--- config.mk ---
export PLATFORM = sky130hd
export DESIGN_NAME = spec_rob
export DESIGN_NICKNAME = d
export VERILOG_FILES = /design/src/rtl/spec_rob_pkg.sv /design/src/rtl/spec_rob_ptr.sv /design/src/rtl/spec_rob_lookup.sv /design/src/rtl/spec_rob_retire.sv /design/src/rtl/spec_rob.sv
export SDC_FILE = /design/constraint.sdc
export NUM_CORES = 1
export LEC_CHECK = 0
export CAP_MARGIN = 15
export CORE_UTILIZATION = 41
export CTS_CLUSTER_DIAMETER = 40
export CTS_CLUSTER_SIZE = 25
export DETAILED_ROUTE_END_ITERATION = 7
export DONT_BUFFER_PORTS = 1
export PLACE_DENSITY_LB_ADDON = 0.15
export SLEW_MARGIN = 20
export SYNTH_ARGS = -nofsm -noshare
export SYNTH_HDL_FRONTEND = slang
export SYNTH_SLANG_ARGS = --single-unit
--- constraint.sdc ---
create_clock -name clk_i -period 20.1 [get_ports clk_i]
set_input_delay 2.01 -clock clk_i [delete_from_list [all_inputs] [get_ports clk_i]]
set_output_delay 2.01 -clock clk_i [all_outputs]
set_load 0.03 [all_outputs]
--- src/rtl/spec_rob_pkg.sv ---
package spec_rob_pkg;
  typedef enum logic [1:0] {
    K_REG    = 2'b00,
    K_STORE  = 2'b01,
    K_BRANCH = 2'b10,
    K_NONE   = 2'b11
  } op_kind_e;
endpackage

--- src/rtl/spec_rob_ptr.sv ---
module spec_rob_ptr #(
  parameter int DEPTH = 8,
  localparam int PTR_W = $clog2(DEPTH) + 1
) (
  input  logic             clk_i,
  input  logic             rst_ni,
  input  logic             inc_i,
  input  logic             clr_i,
  output logic [PTR_W-1:0] ptr_o
);
  always_ff @(posedge clk_i or negedge rst_ni) begin
    if (!rst_ni)     ptr_o <= '0;
    else if (clr_i)  ptr_o <= '0;
    else if (inc_i)  ptr_o <= ptr_o + 1'b1;
  end
endmodule

--- src/rtl/spec_rob_lookup.sv ---
module spec_rob_lookup #(
  parameter int DEPTH  = 8,
  parameter int AREG_W = 5,
  parameter int DATA_W = 32,
  localparam int IDX_W = $clog2(DEPTH),
  localparam int PTR_W = IDX_W + 1
) (
  input  logic [IDX_W-1:0]  head_i,
  input  logic [PTR_W-1:0]  count_i,
  input  logic [DEPTH-1:0]  cand_i,
  input  logic [DEPTH-1:0]  rdy_i,
  input  logic [AREG_W-1:0] dst_i  [DEPTH],
  input  logic [DATA_W-1:0] data_i [DEPTH],
  input  logic              cmp_valid_i,
  input  logic [IDX_W-1:0]  cmp_tag_i,
  input  logic [DATA_W-1:0] cmp_data_i,
  input  logic [AREG_W-1:0] reg_i,
  output logic              hit_o,
  output logic              ready_o,
  output logic [IDX_W-1:0]  tag_o,
  output logic [DATA_W-1:0] data_o
);
  logic [IDX_W-1:0] idx;
  logic             fwd;

  // walk oldest to youngest; last match wins
  always_comb begin
    hit_o = 1'b0;
    tag_o = '0;
    idx   = '0;
    for (int i = 0; i < DEPTH; i++) begin
      idx = head_i + IDX_W'(i);
      if (i < int'(count_i) && cand_i[idx] && dst_i[idx] == reg_i) begin
        hit_o = 1'b1;
        tag_o = idx;
      end
    end
  end

  assign fwd     = cmp_valid_i && (cmp_tag_i == tag_o);
  assign ready_o = hit_o && (rdy_i[tag_o] || fwd);
  assign data_o  = rdy_i[tag_o] ? data_i[tag_o] : cmp_data_i;
endmodule

--- src/rtl/spec_rob_retire.sv ---
module spec_rob_retire
  import spec_rob_pkg::*;
(
  input  logic     empty_i,
  input  logic     live_i,
  input  logic     rdy_i,
  input  logic     exc_i,
  input  logic     mis_i,
  input  op_kind_e kind_i,
  output logic     retire_o,
  output logic     reg_we_o,
  output logic     store_o,
  output logic     redir_o,
  output logic     flush_o
);
  always_comb begin
    retire_o = 1'b0;
    reg_we_o = 1'b0;
    store_o  = 1'b0;
    redir_o  = 1'b0;
    flush_o  = 1'b0;
    if (!empty_i) begin
      if (!live_i) begin
        retire_o = 1'b1;  // squashed: drain silently
      end else if (rdy_i) begin
        retire_o = 1'b1;
        if (exc_i) begin
          redir_o = 1'b1;
          flush_o = 1'b1;
        end else begin
          case (kind_i)
            K_REG:    reg_we_o = 1'b1;
            K_STORE:  store_o  = 1'b1;
            K_BRANCH: redir_o  = mis_i;
            default:  ;
          endcase
        end
      end
    end
  end
endmodule

--- src/rtl/spec_rob.sv ---
module spec_rob
  import spec_rob_pkg::*;
#(
  parameter int DEPTH  = 8,
  parameter int AREG_W = 5,
  parameter int DATA_W = 32,
  parameter int PC_W   = 32,
  localparam int IDX_W = $clog2(DEPTH),
  localparam int PTR_W = IDX_W + 1
) (
  input  logic              clk_i,
  input  logic              rst_ni,
  input  logic              iss_valid_i,
  input  logic [1:0]        iss_kind_i,
  input  logic [AREG_W-1:0] iss_dst_i,
  input  logic [PC_W-1:0]   iss_pc_i,
  input  logic              iss_pred_i,
  output logic              iss_ready_o,
  output logic [IDX_W-1:0]  iss_tag_o,
  input  logic              cmp_valid_i,
  input  logic [IDX_W-1:0]  cmp_tag_i,
  input  logic [DATA_W-1:0] cmp_data_i,
  input  logic              cmp_exc_i,
  input  logic              cmp_taken_i,
  input  logic [AREG_W-1:0] lk_reg_i,
  output logic              lk_hit_o,
  output logic              lk_ready_o,
  output logic [IDX_W-1:0]  lk_tag_o,
  output logic [DATA_W-1:0] lk_data_o,
  output logic              ret_reg_we_o,
  output logic [AREG_W-1:0] ret_reg_addr_o,
  output logic [DATA_W-1:0] ret_reg_data_o,
  output logic              ret_store_o,
  output logic [IDX_W-1:0]  ret_store_tag_o,
  output logic              redir_valid_o,
  output logic              redir_exc_o,
  output logic [PC_W-1:0]   redir_pc_o
);
  logic [DEPTH-1:0]  vld_q, live_q, rdy_q, exc_q, mis_q, pred_q;
  op_kind_e          kind_q [DEPTH];
  logic [AREG_W-1:0] dst_q  [DEPTH];
  logic [PC_W-1:0]   pc_q   [DEPTH];
  logic [DATA_W-1:0] data_q [DEPTH];
  logic              kill_q;

  logic [PTR_W-1:0]  head_ptr, tail_ptr, count;
  logic [IDX_W-1:0]  head_idx, tail_idx, cmp_age;
  logic              full, empty, iss_fire, retire, flush;
  logic              cmp_hit, kill_now, mis_res, redir;
  logic [DEPTH-1:0]  cand, younger;

  assign head_idx = head_ptr[IDX_W-1:0];
  assign tail_idx = tail_ptr[IDX_W-1:0];
  assign count    = tail_ptr - head_ptr;
  assign full     = (count == PTR_W'(DEPTH));
  assign empty    = (count == '0);

  assign iss_ready_o = !full && !flush;
  assign iss_tag_o   = tail_idx;
  assign iss_fire    = iss_valid_i && iss_ready_o;

  spec_rob_ptr #(.DEPTH(DEPTH)) u_head (
    .clk_i(clk_i), .rst_ni(rst_ni), .inc_i(retire), .clr_i(flush), .ptr_o(head_ptr));
  spec_rob_ptr #(.DEPTH(DEPTH)) u_tail (
    .clk_i(clk_i), .rst_ni(rst_ni), .inc_i(iss_fire), .clr_i(flush), .ptr_o(tail_ptr));

  // completion and misprediction detection
  assign cmp_hit  = cmp_valid_i && vld_q[cmp_tag_i] && !flush;
  assign mis_res  = (kind_q[cmp_tag_i] == K_BRANCH) && (cmp_taken_i != pred_q[cmp_tag_i]);
  assign kill_now = cmp_hit && live_q[cmp_tag_i] && mis_res;
  assign cmp_age  = cmp_tag_i - head_idx;

  for (genvar g = 0; g < DEPTH; g++) begin : g_slot
    assign cand[g]    = vld_q[g] && live_q[g] && (kind_q[g] == K_REG);
    assign younger[g] = vld_q[g] && ((IDX_W'(g) - head_idx) > cmp_age);
  end

  spec_rob_retire u_retire (
    .empty_i (empty),
    .live_i  (live_q[head_idx]),
    .rdy_i   (rdy_q[head_idx]),
    .exc_i   (exc_q[head_idx]),
    .mis_i   (mis_q[head_idx]),
    .kind_i  (kind_q[head_idx]),
    .retire_o(retire),
    .reg_we_o(ret_reg_we_o),
    .store_o (ret_store_o),
    .redir_o (redir),
    .flush_o (flush)
  );

  assign ret_reg_addr_o  = dst_q[head_idx];
  assign ret_reg_data_o  = data_q[head_idx];
  assign ret_store_tag_o = head_idx;
  assign redir_valid_o   = redir;
  assign redir_exc_o     = flush;
  assign redir_pc_o      = flush ? pc_q[head_idx] : PC_W'(data_q[head_idx]);

  spec_rob_lookup #(.DEPTH(DEPTH), .AREG_W(AREG_W), .DATA_W(DATA_W)) u_lookup (
    .head_i     (head_idx),
    .count_i    (count),
    .cand_i     (cand),
    .rdy_i      (rdy_q),
    .dst_i      (dst_q),
    .data_i     (data_q),
    .cmp_valid_i(cmp_valid_i),
    .cmp_tag_i  (cmp_tag_i),
    .cmp_data_i (cmp_data_i),
    .reg_i      (lk_reg_i),
    .hit_o      (lk_hit_o),
    .ready_o    (lk_ready_o),
    .tag_o      (lk_tag_o),
    .data_o     (lk_data_o)
  );

  always_ff @(posedge clk_i or negedge rst_ni) begin
    if (!rst_ni) begin
      vld_q  <= '0;
      live_q <= '0;
      rdy_q  <= '0;
      exc_q  <= '0;
      mis_q  <= '0;
      kill_q <= 1'b0;
    end else if (flush) begin
      vld_q  <= '0;
      kill_q <= 1'b0;
    end else begin
      if (retire) vld_q[head_idx] <= 1'b0;
      if (cmp_hit) begin
        rdy_q[cmp_tag_i] <= 1'b1;
        exc_q[cmp_tag_i] <= cmp_exc_i;
        mis_q[cmp_tag_i] <= mis_res;
      end
      if (kill_now) live_q <= live_q & ~younger;
      if (iss_fire) begin
        vld_q[tail_idx]  <= 1'b1;
        live_q[tail_idx] <= !(kill_q || kill_now);
        rdy_q[tail_idx]  <= 1'b0;
        exc_q[tail_idx]  <= 1'b0;
        mis_q[tail_idx]  <= 1'b0;
      end
      if (kill_now)   kill_q <= 1'b1;
      else if (redir) kill_q <= 1'b0;
    end
  end

  always_ff @(posedge clk_i) begin
    if (cmp_hit) data_q[cmp_tag_i] <= cmp_data_i;
    if (iss_fire) begin
      kind_q[tail_idx] <= op_kind_e'(iss_kind_i);
      dst_q[tail_idx]  <= iss_dst_i;
      pc_q[tail_idx]   <= iss_pc_i;
      pred_q[tail_idx] <= iss_pred_i;
    end
  end
endmodule

==> results by group, run 1 <==
Yosys
  • Adder-Cell Fraction of Synth Area: 1.07%
  • Asr flop ratio synth: 7.84%
  • Post-Synth XOR/XNOR Area: 1.53%
  • Mapped Avg Cell Area: 12.9 um2
  • Mapped Area: 34200 um2
  • Mapped Cells: 2641
  • Ys flop type: edfxtp_1
  • Compound-gate portion of the synthesized area: 10.7%
  • #FFs+latches synth: 625
  • Post-synthesis simple-gate area fraction: 9.41%
  • Multiplexer area fraction after synthesis: 19.3%
  • Post-synth EDFFs: 576
  • Synth warn: 0
  • Register area share after synthesis: 54.2%
  • Number of distinct library cells after synthesis: 78
  • Main combinational cell family by area after synthesis: multiplexers
  • Post-Syn Nets: 2755

Timing
  • Final Max Slew Viols: 0
  • Slew headroom: 16.7%
  • Clk_skew: 34.3 ps
  • Tcrit/Tclk final: 57.1%
  • Final min period: 11480 ps
  • Worst-Margin Slew: 1230 ps
  • Post-Route Setup TNS: 0 ps
  • Final hold vios: 0
  • RSZ-0062 raised after global routing: false
  • Final setup viols: 0
  • Final hold slack: 470 ps
  • Fmax: 87.1 MHz

Detailed routing
  • WL met2: 53700 um
  • Wl on met1: 45400 um
  • WL final: 113000 um
  • Avg WL per Cell: 30.2 um
  • Initial DRC count: 2552
  • Final ANT Viol Nets: 0
  • Via count: 24200
  • 1st-pass router iterations: 6
  • Met3 routed WL: 10500 um
  • Drt drc: 0
  • Uppermost layer routed: met5
  • Vias/cell: 6.47

Power and ir drop
  • Switching Share: 44.8%
  • Clock power share: 24.8%
  • Internal power: 0.00395 W
  • Maximum vdd drop: 164 uV
  • Flop pwr share: 24.5%
  • Logic gate share of total power: 50.7%
  • Net switching power: 0.00320 W
  • Leak: 13.3 nW
  • Power density cells: 184 nW/um2

Setup path
  • Arrival time worst endpoint: 9470 ps
  • Setup CP Type: reg -> out
  • CP endpoint kind: primary output
  • Worst-path maximum fanout: 73
  • Startpoint Class: register
  • WP data required: 18090 ps

Clocking
  • CTS tree: yes
  • Clk sinks: 625
  • Total CTS buffers: 102
  • Worst-skew pair later-pin latency: 690 ps
  • Clock root cell: clkbuf_16
  • CTS H-tree depth: 3
  • Hold buffer count at cts: 0
  • Deepest clock path buffer count: 3
  • PostCTS Resize Cnt: 0
  • Clock transition at path regs: 60 ps
  • Post-CTS setup buffer count: 0

Floorplan
  • Placement Rows: 105
  • Vert. Die Dim: 291 um
  • DIE WIDTH: 291 um
  • Die area: 84600 um2
  • Initial Util: 41.5%
  • # IOs: 203
  • Core Region: 82400 um2

Placement
  • HPWL after DPL: 66300 um
  • Port buffer count: 0
  • GPL Wtd Cong: 0.917

Run
  • Max Cap Violations: 0

Global routing
  • Global-route wire length before repair: 167000 um
  • Largest net degree at the start of global routing: 98
  • Initial antenna violation count: 7
  • Global Route Usage Sum: 26.6%
  • Vias in the first global route: 24700
  • GRT overflow: 0

Layout
  • Area Overhead vs Synth: 13.7%
  • Fin util: 47.2%
  • Final Net Count: 2703
  • Share of cells above drive strength 1: 21.4%

Status
  • Outcome: finished clean

Min path
  • Worst hold path type: reg -> reg
power by group through the flow:
stage | sequential, W | clock [W] | combinational [W]
CTS | 0.00175 | 0.00180 | 0.00359
detailed placement | 0.00178 | 0 | 0.00358
floorplan | 0.00170 | 0 | 0.00269
finish | 0.00175 | 0.00178 | 0.00362
global placement | 0.00177 | 0 | 0.00354
global route | 0.00177 | 0.00186 | 0.00384
cell families (layout without fill, tap and decap cells):
| kind of cell | Yosys count | count (layout) |
|---|---|---|
| xor+xnor | 59 | 59 |
| buf+inv | 306 | 343 |
| simple gates | 674 | 674 |
| flops | 625 | 625 |
| mux | 380 | 380 |
| other cells | 0 | 1 |
| fa+ha+maj | 28 | 28 |
| compound gates | 569 | 569 |
per-layer routing:
metal | vias to the layer above | GRT usage [%]
met5 | - | 0
met4 | 4 | 9.77
met3 | 239 | 6.38
met2 | 1297 | 42.7
met1 | 12500 | 35.1
li1 | 10200 | -
layout make-up:
type                            instances  area [um2]
Fill cell                            7080       43500
Sequential cell                       625       18500
Multi-Input combinational cell       1710       14600
Clock buffer                          114        2620
Tap cell                             1070        1340
Clock inverter                         79         945
Timing Repair Buffer                   58         475
Inverter                               92         348
Antenna cell                            1        2.50
sequential cells by signal, indices dropped and copies added (netlist names):
signal and count:
rdy_q 8, u_tail.ptr_o 4, kill_q 1, kind_q 16
live_q 8, data_q 256, u_head.ptr_o 4, mis_q 8
pred_q 8, pc_q 256, exc_q 8, vld_q 8
dst_q 40
through the flow:
| stage | total power [W] | area [um2] | std cells | setup slack, ps |
|---|---|---|---|---|
| global placement | 0.00531 | 35300 | 3553 | 9450 |
| detailed placement | 0.00536 | 35300 | 3553 | 9370 |
| global route | 0.00747 | 38900 | 3749 | 8190 |
| CTS | 0.00715 | 38800 | 3746 | 8650 |
| floorplan | 0.00439 | 34200 | 2641 | 11650 |
| finish | 0.00715 | 38900 | 3749 | 8620 |
worst max-delay path, cell delays in order (launching register included):
cell      delay [ps]
dfrtp_4          910
clkinv_2         680
ha_2             550
buf_4            700
mux4_2           600
mux2i_1          180
xnor2_1          100
nor4_1           610
nand3_4          110
buf_4            430
inv_1            140
buf_4            500
or3_1            200
o21ai_1           70
a31o_4           430
buf_4            470
nand2_2          210
o31ai_4           80
o22ai_4          450
buf_4            700
mux2_2           510
cells in the mapped netlist, types with 4 or more instances:
| cell | count | area share (%) |
|---|---|---|
| nor4_1 | 4 | 0.073 |
| edfxtp_1 | 576 | 51 |
| buf_6 | 6 | 0.20 |
| nand2_1 | 195 | 2.1 |
| dfrtp_1 | 49 | 3.6 |
| xnor2_1 | 40 | 1.0 |
| o22ai_1 | 4 | 0.073 |
| clkbuf_1 | 121 | 1.3 |
| or3_1 | 43 | 0.79 |
| nand3_1 | 60 | 0.88 |
| xor2_1 | 18 | 0.46 |
| inv_1 | 90 | 0.99 |
| a22oi_1 | 4 | 0.088 |
| o21ai_1 | 5 | 0.073 |
| and2_1 | 8 | 0.15 |
| a211oi_1 | 40 | 0.88 |
| mux2_2 | 39 | 1.3 |
| o31ai_1 | 35 | 0.77 |
| nor2_1 | 204 | 2.2 |
| buf_2 | 43 | 0.63 |
| a21o_1 | 11 | 0.24 |
| mux4_2 | 206 | 14 |
| o211ai_1 | 5 | 0.11 |
| and3_1 | 6 | 0.11 |
| o21a_1 | 35 | 0.77 |
| nand2b_1 | 11 | 0.20 |
| ha_1 | 26 | 0.95 |
| mux2_4 | 30 | 1.3 |
| nand3b_1 | 39 | 0.86 |
| a31o_2 | 9 | 0.23 |
| o2111ai_1 | 38 | 0.97 |
| buf_1 | 33 | 0.36 |
| nor3_1 | 55 | 0.80 |
| nor3b_1 | 12 | 0.26 |
| a31oi_1 | 106 | 1.9 |
| o32ai_1 | 4 | 0.10 |
| o21ai_0 | 151 | 2.2 |
| mux2i_1 | 100 | 2.9 |
| nor4bb_1 | 8 | 0.23 |
| nand4_1 | 9 | 0.16 |
| or4bb_1 | 4 | 0.13 |
| a21oi_1 | 92 | 1.3 |
| buf_4 | 11 | 0.24 |
cells in the final DEF (no fill, tap or decap), types with 13 or more instances in the layout:
master	Yosys	final
edfxtp_1	576	576
mux4_2	206	206
nand2_1	195	195
nor2_1	204	191
o21ai_0	151	151
a31oi_1	106	106
clkbuf_16	0	102
mux2i_1	100	100
a21oi_1	92	91
inv_1	90	89
nand3_1	60	57
buf_4	11	56
nor3_1	55	50
dfrtp_1	49	46
or3_1	43	43
xnor2_1	40	40
a211oi_1	40	40
nand3b_1	39	39
mux2_2	39	39
o2111ai_1	38	38
o31ai_1	35	35
o21a_1	35	35
mux2_4	30	30
ha_1	26	25
xor2_1	18	18
clkinv_2	0	15
inv_6	0	15
nor2_4	0	13
worst paths after layout:
kind                       slack, ps            start               to  depth (start not counted)
setup reg to reg               12770  u_head.ptr_o[1]      pc_q[0][16]                         14
hold reg to reg                  470           kill_q           kill_q                          1
setup / recovery                8620  u_head.ptr_o[0]     lk_data_o[0]                         20
hold / removal                   470           kill_q           kill_q                          1
min in group asynchronous       1040           rst_ni         exc_q[5]                          0
max in group asynchronous      18940           rst_ni  u_head.ptr_o[2]                          0
(Power assumes the default switching activity.)
==> run 2: changes to the inputs <==
- clock period: 20.1 -> 9.55 ns (I/O delays scaled with it)
==> results by group, run 2 (same netlist as run 1, synthesis figures left out) <==
Power and ir drop
  • Switching Share: 44.1% (-0.67 points)
  • Logic gate share of total power: 50.3% (-0.4 points)
  • Clock power share: 25.3% (+0.5 points)
  • Power density cells: 389 nW/um2 (+110%)
  • Flop pwr share: 24.3% (-0.2 points)
  • Maximum vdd drop: 292 uV (+79%)
  • Internal power: 0.00849 W (+120%)
  • Leak: 13.4 nW (+0.58%)
  • Net switching power: 0.00671 W (+110%)

Placement
  • Placed cells: 3559 (+0.17%)
  • GPL Wtd Cong: 0.901 (-1.7%)
  • Port buffer count: 0 (unchanged)
  • HPWL after DPL: 67800 um (+2.4%)
  • Post-Place Worst Slack: 1700 ps (-7670 ps)

Timing
  • Post-route setup slack: 957 ps (-7660 ps)
  • Final hold vios: 0 (unchanged)
  • Final min period: 8590 ps
  • Clk_skew: 45.2 ps (+10.9 ps)
  • Tcrit/Tclk final: 90.0%
  • Fmax: 116 MHz
  • Slew headroom: 29.4% (+13 points)
  • Final setup viols: 0 (unchanged)
  • Worst-Margin Slew: 1060 ps (-173 ps)
  • Final Max Slew Viols: 0 (unchanged)
  • RSZ-0062 raised after global routing: false
  • Post-Route Setup TNS: 0 ps (unchanged)

Layout
  • Most frequent cells in the layout: 576 x edfxtp_1, 206 x mux4_2, 195 x nand2_1
  • Storage cell area: 18500 um2 (unchanged)
  • Multi-input gate area: 14600 um2 (-0.13%)
  • Area Overhead vs Synth: 14.3%
  • Share of cells above drive strength 1: 21.7% (+0.27 points)
  • Largest regs: data_q (256), pc_q (256), dst_q (40)
  • Final Net Count: 2710 (+0.26%)
  • Final non-filler cell total: 3757 (+0.21%)
  • Number of filler cells placed in the layout: 7154 (+1.0%)
  • Commonest non-fill, non-tap cell in the layout: edfxtp_1

Detailed routing
  • WL met2: 53200 um (-0.99%)
  • Via count: 24200 (-0.28%)
  • Met3 routed WL: 9800 um (-6.6%)
  • Final ANT Viol Nets: 0 (unchanged)
  • Avg WL per Cell: 30.0 um (-0.74%)
  • Initial DRC count: 2638 (+3.4%)
  • WL final: 113000 um (-0.53%)
  • Uppermost layer routed: met5
  • Vias/cell: 6.44 (-0.50%)
  • Drt drc: 0 (unchanged)
  • 1st-pass router iterations: 5 (-1)
  • Wl on met1: 46000 um (+1.4%)

Clocking
  • CTS H-tree depth: 3 (unchanged)
  • Clock root cell: clkbuf_16
  • Clk sinks: 625 (unchanged)
  • Worst-skew pair later-pin latency: 680 ps (about the same)
  • PostCTS Resize Cnt: 0 (unchanged)
  • Deepest clock path buffer count: 3 (unchanged)
  • Post-CTS setup buffer count: 0 (unchanged)
  • CTS tree: yes
  • Clock transition at path regs: 60 ps (about the same)
  • Total CTS buffers: 104 (+2.0%)

Setup path
  • Most used cell, CP: a31oi_1
  • Arrival time worst endpoint: 7640 ps (-1830 ps)
  • Startpoint Class: register
  • Crit-path cells: ha_1, xor2_2, inv_1, buf_4, mux2_2, nand4_1, xor2_1, o2111ai_1, nor2_1, a31oi_1, a2111oi_2, a31o_4, buf_4, o21a_1, a31oi_1, a31oi_1, mux2_4
  • Slowest stage delay, CP: 990 ps (+80 ps)
  • Setup CP Type: reg -> out
  • WP data required: 8600 ps (-9490 ps)
  • Reg2reg path depth: 12 (-2)
  • CP max stage cell: dfrtp_4
  • Worst-path maximum fanout: 58 (-21%)
  • CP endpoint kind: primary output

Floorplan
  • Core Region: 82400 um2 (unchanged)
  • Die area: 84600 um2 (unchanged)
  • Placement Rows: 105 (unchanged)
  • Initial Util: 41.5% (unchanged)
  • DIE WIDTH: 291 um (unchanged)
  • # IOs: 203 (unchanged)
  • Vert. Die Dim: 291 um (unchanged)

Global routing
  • Initial antenna violation count: 12 (+5)
  • Global Route Usage Sum: 26.2% (-0.38 points)
  • Largest net degree at the start of global routing: 128 (+31%)
  • Vias in the first global route: 24500 (-0.91%)
  • GRT overflow: 0 (unchanged)
  • Global-route wire length before repair: 166000 um (-0.92%)

Run
  • Max Cap Violations: 0 (unchanged)

Status
  • Outcome: finished clean

Min path
  • Worst hold path type: in -> async
[run 2: layout make-up]
| cell class | count | share of cell area, % |
|---|---|---|
| diodes | 1 | 0.00640 |
| clock buffers | 111 | 6.75 |
| flip-flops and latches | 625 | 47.4 |
| well taps | 1070 | 3.42 |
| multi-input cells | 1710 | 37.4 |
| inverters | 92 | 0.889 |
| clock inverters | 85 | 2.61 |
| repair buffers | 63 | 1.55 |
[run 2: metrics by stage]
stage	hold slack, ps	cell area (um2)	total power, W	utilization, %
after floorplan	442	34200	0.00924	-
after global placement	457	35400	0.0113	43.0
after detailed placement	469	35400	0.0113	43.0
after CTS	113	39100	0.0152	47.5
after global routing	132	39100	0.0159	47.5
final	144	39100	0.0152	47.5
[run 2: path summary, 6_finish.rpt]
| kind | to | slack [ps] | start |
|---|---|---|---|
| max in group asynchronous | u_head.ptr_o[1] | 9110 | rst_ni |
| min reg2reg | kill_q | 480 | kill_q |
| min | mis_q[1] | 140 | rst_ni |
| max reg2reg | pc_q[0][11] | 3260 | u_head.ptr_o[0] |
| max | lk_data_o[28] | 960 | u_head.ptr_o[0] |
| min in group clk_i | pc_q[4][9] | 370 | iss_pc_i[9] |
[run 2: power groups by stage]
| stage | Sequential, W | Combinational (W) | Clock (W) |
|---|---|---|---|
| 6_report | 0.00370 | 0.00766 | 0.00385 |
| 5_1_grt | 0.00373 | 0.00810 | 0.00403 |
| 4_1_cts | 0.00369 | 0.00765 | 0.00391 |
| 3_5_place_dp | 0.00374 | 0.00761 | 0 |
| 3_3_place_gp | 0.00372 | 0.00756 | 0 |
| 2_1_floorplan | 0.00357 | 0.00567 | 0 |
[run 2: critical path: cells and delay by family, from the launching register on]
family | cells | cell delay, ps
flops | 1 | 990
mux | 2 | 630
simple gates | 2 | 480
fa+ha+maj | 1 | 460
compound gates | 7 | 2060
buf+inv | 3 | 1160
xor+xnor | 2 | 1120
[run 2: what timing repair did]
| action | in CTS | in global routing |
|---|---|---|
| setup endpoints to repair | 0 | 0 |
| endpoints found under the hold margin | 49 | 0 |
| hold buffers | 1 | 0 |
[run 2: routing by layer]
layer,vias to the layer above,GRT usage [%]
met4,4,8.81
met3,256,5.91
met1,12400,35.4
met5,-,0
met2,1188,41.8
li1,10300,-
